### src/rtl/serial_irq_host.sv
module serial_irq_host #(
  parameter int IDLE_GAP  = 4,
  parameter int STOP_IDLE = 1
) (
  input  logic        clk,
  input  logic        rst_n,
  input  logic        line_i,
  output logic        line_o,
  output logic        line_oe,
  input  logic        cont_mode_i,
  input  logic        poll_i,
  output logic [16:0] irq_status_o,
  output logic        status_vld_o
);

  localparam int NSLOT = 17;
  localparam int SMAX  = (IDLE_GAP > STOP_IDLE) ? IDLE_GAP : STOP_IDLE;
  localparam int CMAX  = (SMAX > 6) ? SMAX : 6;
  localparam int CW    = $clog2(CMAX + 1);

  typedef enum logic [2:0] {
    PH_IDLE, PH_GAP, PH_START, PH_DATA, PH_SIDLE, PH_SLOW, PH_SREC, PH_STA
  } phase_t;

  phase_t           phase_q;
  logic [CW-1:0]    cnt_q;
  logic [4:0]       slot_q;
  logic [1:0]       sub_q;
  logic             cont_nx_q;
  logic [NSLOT-1:0] shadow_q;
  logic [NSLOT-1:0] status_q;
  logic             vld_q;
  logic             drv_lo;
  logic             drv_hi;

  assign drv_lo = (phase_q == PH_START && cnt_q >= CW'(1) && cnt_q <= CW'(3))
                || phase_q == PH_SLOW;
  assign drv_hi = (phase_q == PH_START && cnt_q == CW'(4)) || phase_q == PH_SREC;

  assign line_oe      = drv_lo | drv_hi;
  assign line_o       = ~drv_lo;
  assign irq_status_o = status_q;
  assign status_vld_o = vld_q;

  always_ff @(posedge clk or negedge rst_n) begin
    if (!rst_n) begin
      phase_q   <= PH_GAP;
      cnt_q     <= '0;
      slot_q    <= '0;
      sub_q     <= '0;
      cont_nx_q <= 1'b1;
      shadow_q  <= '0;
      status_q  <= '0;
      vld_q     <= 1'b0;
    end else begin
      vld_q <= 1'b0;
      case (phase_q)
        PH_IDLE: begin
          if (!line_i) begin
            phase_q <= PH_START;
            cnt_q   <= CW'(1);
          end else if (poll_i) begin
            phase_q <= PH_START;
            cnt_q   <= '0;
          end
        end
        PH_GAP: begin
          if (cnt_q == CW'(IDLE_GAP - 1)) begin
            phase_q <= PH_START;
            cnt_q   <= '0;
          end else begin
            cnt_q <= cnt_q + 1'b1;
          end
        end
        PH_START: begin
          if (cnt_q == CW'(5)) begin
            phase_q <= PH_DATA;
            slot_q  <= '0;
            sub_q   <= '0;
          end else begin
            cnt_q <= cnt_q + 1'b1;
          end
        end
        PH_DATA: begin
          if (sub_q == 2'd0) shadow_q[slot_q] <= ~line_i;
          if (sub_q == 2'd2) begin
            sub_q <= '0;
            if (slot_q == 5'(NSLOT - 1)) begin
              phase_q  <= PH_SIDLE;
              cnt_q    <= '0;
              status_q <= shadow_q;
              vld_q    <= 1'b1;
            end else begin
              slot_q <= slot_q + 1'b1;
            end
          end else begin
            sub_q <= sub_q + 1'b1;
          end
        end
        PH_SIDLE: begin
          if (cnt_q == CW'(STOP_IDLE - 1)) begin
            phase_q   <= PH_SLOW;
            cnt_q     <= '0;
            cont_nx_q <= cont_mode_i;
          end else begin
            cnt_q <= cnt_q + 1'b1;
          end
        end
        PH_SLOW: begin
          if (cnt_q == (cont_nx_q ? CW'(2) : CW'(1))) phase_q <= PH_SREC;
          else cnt_q <= cnt_q + 1'b1;
        end
        PH_SREC: phase_q <= PH_STA;
        PH_STA: begin
          phase_q <= cont_nx_q ? PH_GAP : PH_IDLE;
          cnt_q   <= '0;
        end
        default: phase_q <= PH_IDLE;
      endcase
    end
  end

endmodule

### config.mk
export PLATFORM = sky130hd
export DESIGN_NAME = serial_irq_host
export DESIGN_NICKNAME = d
export VERILOG_FILES = /design/src/rtl/serial_irq_host.sv
export SDC_FILE = /design/constraint.sdc
export NUM_CORES = 1
export LEC_CHECK = 0
export ABC_AREA = 1
export BUFFER_PORTS_ARGS = -buffer_cell sky130_fd_sc_hd__buf_2
export CAP_MARGIN = 20
export CORE_AREA = 2 2 79 81
export DETAILED_ROUTE_END_ITERATION = 10
export DIE_AREA = 0 0 81 83
export GPL_TIMING_DRIVEN = 0
export PLACE_DENSITY = 0.64
export SLEW_MARGIN = 0
export SYNTH_ARGS = -nofsm -noshare
export SYNTH_HDL_FRONTEND = slang
export SYNTH_SLANG_ARGS = --single-unit
export TNS_END_PERCENT = 100
### constraint.sdc
create_clock -name clk -period 3.5 [get_ports clk]
set_clock_uncertainty 0.15 [all_clocks]
set_input_delay 0.7 -clock clk [delete_from_list [all_inputs] [get_ports clk]]
set_output_delay 0.7 -clock clk [all_outputs]
set_load 0.01 [all_outputs]
==> results.py, run 1 <==
metrics = {
    "routing": {
        "drcViolationCount": 0,
        "residual_antenna_violating_net_count_after_detailed_routing": 0,
        "dr_wl_met3_um": 180,
        "wl_per_cell_um": 11.23,
        "wl_met2_um": 2243,
        "detail_route.vias_per_cell": 4.649,
        "routed-via-count": 2041,
        "drt-initial-drc-count": 97,
        "route.final.wire_length_um": 4928,
        "dr.pass1.iters": 4,
        "met1_length_um": 2431,
        "top_signal_layer_used": "met4",
    },
    "power_and_ir_drop": {
        "power.density_nw_per_um2": 622.6,
        "worst_ir_drop_vdd_v": 0.0004089,
        "p_leak_nw": 1.498,
    },
    "logic_synthesis": {
        "average_cell_area_after_synthesis_um2": 7.662,
        "synth.net_count": 345,
        "syn-instance-count": 331,
        "ys_seq_elements": 49,
        "yosysWarnings": 0,
        "yosys.cell_types.count": 24,
        "ys_seq_area_share_pct": 48.45,
        "syn_area_um2": 2536,
    },
    "sta": {
        "tightestPinTransition_ns": 0.4780,
        "hold_fails_final_rpt": 0,
        "timing.setup.tns_ns": 0,
        "report.final.setup_viol": 0,
        "timing.slew.headroom_pct": 67.89,
        "max_freq_ghz": 0.3820,
        "finalCriticalPeriod_ns": 2.618,
        "timing_max_transition_violations_final": 0,
        "timing.final.crit_share_pct": 74.80,
        "setup_repair_after_global_routing_missed_its_margin": "no",
    },
    "final_layout": {
        "drive_gt1_share_pct": 13.74,
        "final-seq-area_um2": 1229,
        "multiInputGateArea_um2": 1090,
        "nets": 377,
        "stdcell_count": 439,
        "syn2layout_area_growth_pct": 13.96,
        "num-fill-cells": 590,
        "antenna-diode-count": 0,
    },
    "setup_path": {
        "path_class": "flop to output pin",
        "timing.critical_path.required_ns": 2.65,
        "timing.critical_path.from_type": "flop",
        "critical_path.endpoint_type": "output pin",
        "critPathArrivalTime_ns": 1.77,
        "crit_fanout": 6,
    },
    "floorplan": {
        "floorplan.die_area_um2": 6723,
        "die_h_um": 83,
        "floorplan.initialDensity_pct": 43.61,
        "dieWidth_um": 81,
        "core-area_um2": 5816,
        "design.portCount": 25,
        "num_rows": 28,
    },
    "clock_network": {
        "cts_tree": "yes",
        "clock_sink_count": 49,
        "cts-buffers-inserted": 5,
        "cts.root.buffer_cell": "sky130_fd_sc_hd__clkbuf_8",
        "cts.hold.buffers_added": 0,
        "ctsHtreeMaxLevel": 2,
        "post_cts_resize_count": 0,
        "insertion_delay_ns": 0.30,
        "postCtsSetupBuffers": 0,
        "path_clk_slew_ns": 0.09,
        "clk_path_buf_depth": 2,
    },
    "global_route": {
        "antenna_found_initial": 0,
        "gr-usage-all-layers_pct": 16.00,
        "first_pass_grt_wire_length_um": 8431,
        "grt_remaining_overflow": 0,
        "grt_pass1_vias": 1860,
        "grt_start_max_net_pins": 50,
    },
    "place": {
        "post-place-cells": 430,
        "io_buffers": 24,
        "place.detailed.hpwl_um": 3599,
        "place.gp.congestion": 0.8864,
    },
    "status": {
        "outcome": "finished clean",
    },
    "hold_path": {
        "hold_removal_path_class": "input pin to asynchronous set/reset pin",
    },
    "run": {
        "max_cap_viol_count": 0,
    },
}
[worst paths after layout]
check                                              start                      endpoint  slack, ns  depth (start not counted)
worst max-delay path              phase_q[1]$_DFFE_PN0P_                       line_oe       0.88                          9
worst min-delay path                               rst_n        status_vld_o$_DFF_PN0_       0.15                          1
worst max register to register     slot_q[0]$_DFFE_PN0P_   irq_status_o[9]$_DFFE_PN0P_       1.59                          8
worst min register to register  shadow_q[16]$_DFFE_PN0P_  irq_status_o[16]$_DFFE_PN0P_       0.34                          2
max in group asynchronous                          rst_n         slot_q[4]$_DFFE_PN0P_       2.54                          2
min in group clk                shadow_q[16]$_DFFE_PN0P_  irq_status_o[16]$_DFFE_PN0P_       0.34                          2
[layout make-up]
class | count | area share, %
Buffer | 7 | 1.299
Clock buffer | 6 | 2.857
Clock inverter | 2 | 1.299
Inverter | 48 | 6.234
Multi-Input combinational cell | 227 | 37.71
Sequential cell | 49 | 42.51
Tap cell | 75 | 3.247
Timing Repair Buffer | 25 | 4.848
[synth_stat cells]
| library cell | count | area share (%) |
|---|---|---|
| sky130_fd_sc_hd__a21oi_1 | 3 | 0.59 |
| sky130_fd_sc_hd__buf_2 | 3 | 0.59 |
| sky130_fd_sc_hd__buf_4 | 2 | 0.59 |
| sky130_fd_sc_hd__clkbuf_1 | 2 | 0.30 |
| sky130_fd_sc_hd__dfrtp_1 | 47 | 46 |
| sky130_fd_sc_hd__dfstp_2 | 2 | 2.1 |
| sky130_fd_sc_hd__ha_1 | 9 | 4.4 |
| sky130_fd_sc_hd__inv_1 | 46 | 6.8 |
| sky130_fd_sc_hd__inv_2 | 2 | 0.30 |
| sky130_fd_sc_hd__nand2_1 | 105 | 16 |
| sky130_fd_sc_hd__nand2_2 | 2 | 0.49 |
| sky130_fd_sc_hd__nand3_1 | 20 | 3.9 |
| sky130_fd_sc_hd__nand3_2 | 2 | 0.79 |
| sky130_fd_sc_hd__nand3b_1 | 1 | 0.30 |
| sky130_fd_sc_hd__nor2_1 | 27 | 4.0 |
| sky130_fd_sc_hd__nor2_2 | 2 | 0.49 |
| sky130_fd_sc_hd__nor2_4 | 1 | 0.44 |
| sky130_fd_sc_hd__nor3_1 | 4 | 0.79 |
| sky130_fd_sc_hd__nor3_4 | 1 | 0.64 |
| sky130_fd_sc_hd__o21ai_0 | 28 | 5.5 |
| sky130_fd_sc_hd__o21ai_1 | 17 | 3.4 |
| sky130_fd_sc_hd__o31ai_1 | 2 | 0.59 |
| sky130_fd_sc_hd__xnor2_1 | 1 | 0.35 |
| sky130_fd_sc_hd__xor2_1 | 2 | 0.69 |
[logic make-up (layout without fill, tap and decap cells)]
family / after synthesis / after routing / synth area share (%)
and+or+nand+nor: 165 / 165 / 27.43
adders and majority gates: 9 / 9 / 4.440
xor gates and xnor gates: 3 / 3 / 1.036
AOI/OAI and AO/OA: 50 / 50 / 10.06
buffers and inverters: 55 / 88 / 8.584
DFF: 49 / 49 / 48.45
[per-layer routing]
layer  up-vias  track usage [%]
met3         7            3.478
met1       896            21.89
met4         0            5.547
met5         -                0
li1       1106                -
met2        32            24.87
[placed cells by master (no fill, tap or decap), types with 2 or more instances in the layout]
cell / netlist / final
sky130_fd_sc_hd__nand3_2: 2 / 2
sky130_fd_sc_hd__o31ai_1: 2 / 2
sky130_fd_sc_hd__nor2_1: 27 / 27
sky130_fd_sc_hd__nor2_2: 2 / 2
sky130_fd_sc_hd__clkbuf_8: 0 / 6
sky130_fd_sc_hd__xor2_1: 2 / 2
sky130_fd_sc_hd__a21oi_1: 3 / 3
sky130_fd_sc_hd__nor3_1: 4 / 4
sky130_fd_sc_hd__nand2_2: 2 / 2
sky130_fd_sc_hd__buf_4: 2 / 2
sky130_fd_sc_hd__o21ai_1: 17 / 17
sky130_fd_sc_hd__nand3_1: 20 / 20
sky130_fd_sc_hd__inv_1: 46 / 46
sky130_fd_sc_hd__nand2_1: 105 / 105
sky130_fd_sc_hd__dfstp_2: 2 / 2
sky130_fd_sc_hd__o21ai_0: 28 / 28
sky130_fd_sc_hd__clkbuf_1: 2 / 2
sky130_fd_sc_hd__dfrtp_1: 47 / 47
sky130_fd_sc_hd__inv_2: 2 / 2
sky130_fd_sc_hd__buf_2: 3 / 27
sky130_fd_sc_hd__ha_1: 9 / 9
[critical path, stage by stage (launching register included)]
cell and delay (ns):
sky130_fd_sc_hd__dfrtp_1 0.46, sky130_fd_sc_hd__inv_1 0.12, sky130_fd_sc_hd__nor2_2 0.18, sky130_fd_sc_hd__nand2_1 0.16, sky130_fd_sc_hd__a21oi_1 0.17, sky130_fd_sc_hd__nand2_1 0.06, sky130_fd_sc_hd__nand2_1 0.06, sky130_fd_sc_hd__inv_1 0.05
sky130_fd_sc_hd__o21ai_0 0.06, sky130_fd_sc_hd__buf_2 0.15
[flip-flops by register name (all words and copies together), names as in the netlist]
name / cells
irq_status_o: 17
shadow_q: 17
slot_q: 5
cnt_q: 3
phase_q: 3
sub_q: 2
cont_nx_q: 1
status_vld_o: 1
[through the flow]
stage | util (%) | area [um^2] | worst slack [ns] | total power [W] | hold slack, ns
after floorplan | - | 2536 | 1.386 | 0.001223 | 0.2544
after global placement | 47.29 | 2750 | 1.240 | 0.001374 | 0.3203
after detailed placement | 47.29 | 2750 | 1.245 | 0.001384 | 0.3274
after CTS | 49.35 | 2870 | 0.8731 | 0.001818 | 0.3498
after global routing | 49.70 | 2890 | 0.7028 | 0.001957 | 0.1635
final | 49.70 | 2890 | 0.8821 | 0.001799 | 0.1508
[power breakdown]
part / switching, W / internal, W / leakage (nW) / total, W
clock network: 0.000196 / 0.000233 / 0.0574 / 0.000428
logic: 0.000440 / 0.000214 / 0.855 / 0.000653
registers: 0.0000718 / 0.000646 / 0.585 / 0.000718
total: 0.000707 / 0.00109 / 1.50 / 0.00180
(Power assumes the default switching activity.)
==> run 2, diff against run 1 <==
==> constraint.sdc (replaced) <==
create_clock -name clk -period 2.65 [get_ports clk]
set_clock_uncertainty 0.15 [all_clocks]
set_input_delay 0.53 -clock clk [delete_from_list [all_inputs] [get_ports clk]]
set_output_delay 0.53 -clock clk [all_outputs]
set_load 0.01 [all_outputs]
==> run 2 against run 1 <==
Design area increased by 0.35%. Clock-buffer cell count unchanged. Combinational power increased by 32%. Largest cell class unchanged. Highest routed layer unchanged. Critical endpoint unchanged.
==> results.py, run 2 (synthesis gave the netlist of run 1 again) <==
metrics = {
    "status": {
        "outcome": "finished clean",
    },
    "final_layout": {
        "syn2layout_area_growth_pct": 14.36,
        "multiInputGateArea_um2": 1090,
        "layout_commonest_cell": "sky130_fd_sc_hd__nand2_1",
        "final-seq-area_um2": 1229,
        "num-fill-cells": 589,
        "antenna-diode-count": 0,
        "nets": 378,
        "most-common-layout-cells": "sky130_fd_sc_hd__nand2_1, sky130_fd_sc_hd__dfrtp_1, sky130_fd_sc_hd__inv_1",
        "drive_gt1_share_pct": 13.70,
    },
    "setup_path": {
        "critical_path.endpoint_type": "output pin",
        "timing.critical_path.from_type": "flop",
        "path_class": "flop to output pin",
        "critPathArrivalTime_ns": 1.77,
        "timing.critical_path.required_ns": 1.97,
        "rr_startpoint": "slot_q[0]$_DFFE_PN0P_",
        "critPathLaunch": "phase_q[1]$_DFFE_PN0P_",
        "crit_fanout": 6,
    },
    "routing": {
        "detail_route.vias_per_cell": 4.645,
        "wl_per_cell_um": 11.22,
        "residual_antenna_violating_net_count_after_detailed_routing": 0,
        "routed-via-count": 2044,
        "drcViolationCount": 0,
        "dr.pass1.iters": 4,
        "drt-initial-drc-count": 93,
        "route.final.wire_length_um": 4937,
    },
    "clock_network": {
        "ctsHtreeMaxLevel": 2,
        "insertion_delay_ns": 0.30,
        "clock_sink_count": 49,
        "clk_path_buf_depth": 2,
        "path_clk_slew_ns": 0.09,
        "post_cts_resize_count": 0,
        "cts-buffers-inserted": 5,
        "cts.root.buffer_cell": "sky130_fd_sc_hd__clkbuf_8",
        "cts_tree": "yes",
    },
    "sta": {
        "timing.slew.headroom_pct": 67.89,
        "timing_max_transition_violations_final": 0,
        "timing.final.crit_share_pct": 92.37,
        "max_freq_ghz": 0.4085,
        "timing.setup.tns_ns": 0,
        "report.final.setup_viol": 0,
        "setup_repair_after_global_routing_missed_its_margin": "no",
        "hold_fails_final_rpt": 0,
        "finalCriticalPeriod_ns": 2.448,
        "tightestPinTransition_ns": 0.4780,
    },
    "hold_path": {
        "worst_hold_startpoint": "cont_mode_i",
        "hold_removal_path_class": "input pin to flop",
    },
    "power_and_ir_drop": {
        "power_frac_seq_pct": 39.9,
        "p_leak_nw": 1.502,
        "power_frac_clock_pct": 23.8,
        "report.power.total_w": 0.002378,
        "netSwitchingFraction_pct": 39.28,
        "p_comb_share_pct": 36.3,
        "switchingPower_w": 0.0009340,
        "worst_ir_drop_vdd_v": 0.0005401,
        "power.density_nw_per_um2": 819.8,
        "power_report.internal_total_w": 0.001444,
    },
    "global_route": {
        "grt_pass1_vias": 1860,
        "antenna_found_initial": 0,
        "first_pass_grt_wire_length_um": 8431,
        "grt_remaining_overflow": 0,
        "grt_start_max_net_pins": 50,
        "gr-usage-all-layers_pct": 16.00,
    },
    "floorplan": {
        "num_rows": 28,
        "floorplan.die_area_um2": 6723,
        "floorplan.initialDensity_pct": 43.61,
        "dieWidth_um": 81,
        "design.portCount": 25,
        "core-area_um2": 5816,
        "die_h_um": 83,
    },
    "run": {
        "max_cap_viol_count": 0,
    },
    "place": {
        "io_buffers": 24,
        "place.detailed.hpwl_um": 3599,
        "place.gp.congestion": 0.8864,
    },
}
run 2: changes by cell type in the layout (fill, tap and decap cells not counted), sizes merged:
cell / previous run / this run
dlygate4sd3: 0 / 1
run 2: layout make-up:
class	count	share of cell area, %
Multi-Input combinational cell	227	37.58
Timing Repair Buffer	26	5.177
Clock inverter	2	1.294
Inverter	48	6.212
Buffer	7	1.294
Sequential cell	49	42.36
Tap cell	75	3.236
Clock buffer	6	2.847
run 2: final timing paths:
| check | slack, ns | cells after the start | end |
|---|---|---|---|
| worst max-delay path | 0.20 | 9 | line_oe |
| min in group asynchronous | 0.52 | 2 | status_vld_o$_DFF_PN0_ |
| worst min register to register | 0.34 | 2 | irq_status_o[16]$_DFFE_PN0P_ |
| worst min-delay path | 0.29 | 3 | cont_nx_q$_DFFE_PN1P_ |
| max in group asynchronous | 1.33 | 3 | slot_q[4]$_DFFE_PN0P_ |
| worst max register to register | 0.74 | 8 | irq_status_o[9]$_DFFE_PN0P_ |
run 2: routing by layer:
layer / vias to the layer above / wire length, um / global-route usage, %
met5: - / 0 / 0
met4: 0 / 73 / 5.547
met3: 7 / 179 / 3.478
met2: 32 / 2245 / 24.87
met1: 897 / 2439 / 21.89
li1: 1108 / - / -
run 2: timing repair:
item | in CTS | in global routing
hold buffers | 0 | 1
endpoints found under the setup margin | 0 | 0
hold endpoints to repair | 0 | 13
buffers inserted | 0 | 0
run 2: power groups by stage:
stage	clock network [W]	registers, W	logic [W]
floorplan	0	0.000935	0.000680
global placement	0	0.000959	0.000855
detailed placement	0	0.000959	0.000869
CTS	0.000584	0.000947	0.000869
global route	0.000617	0.000965	0.00100
finish	0.000566	0.000949	0.000864
run 2: worst max-delay path, cell delays in order, from the launching register on:
cell	delay (ns)
sky130_fd_sc_hd__dfrtp_1	0.46
sky130_fd_sc_hd__inv_1	0.12
sky130_fd_sc_hd__nor2_2	0.18
sky130_fd_sc_hd__nand2_1	0.16
sky130_fd_sc_hd__a21oi_1	0.17
sky130_fd_sc_hd__nand2_1	0.06
sky130_fd_sc_hd__nand2_1	0.06
sky130_fd_sc_hd__inv_1	0.05
sky130_fd_sc_hd__o21ai_0	0.06
sky130_fd_sc_hd__buf_2	0.15
run 2: through the flow:
step	std cells	hold WS [ns]	util, %	instance area [um^2]	worst slack [ns]
6_report	440	0.2920	49.87	2900	0.2021
5_1_grt	440	0.3143	49.87	2900	0.02280
4_1_cts	438	0.2851	49.35	2870	0.1931
3_5_place_dp	430	0.3274	47.29	2750	0.5652
3_3_place_gp	430	0.3203	47.29	2750	0.5597
2_1_floorplan	331	0.08441	-	2536	0.7057
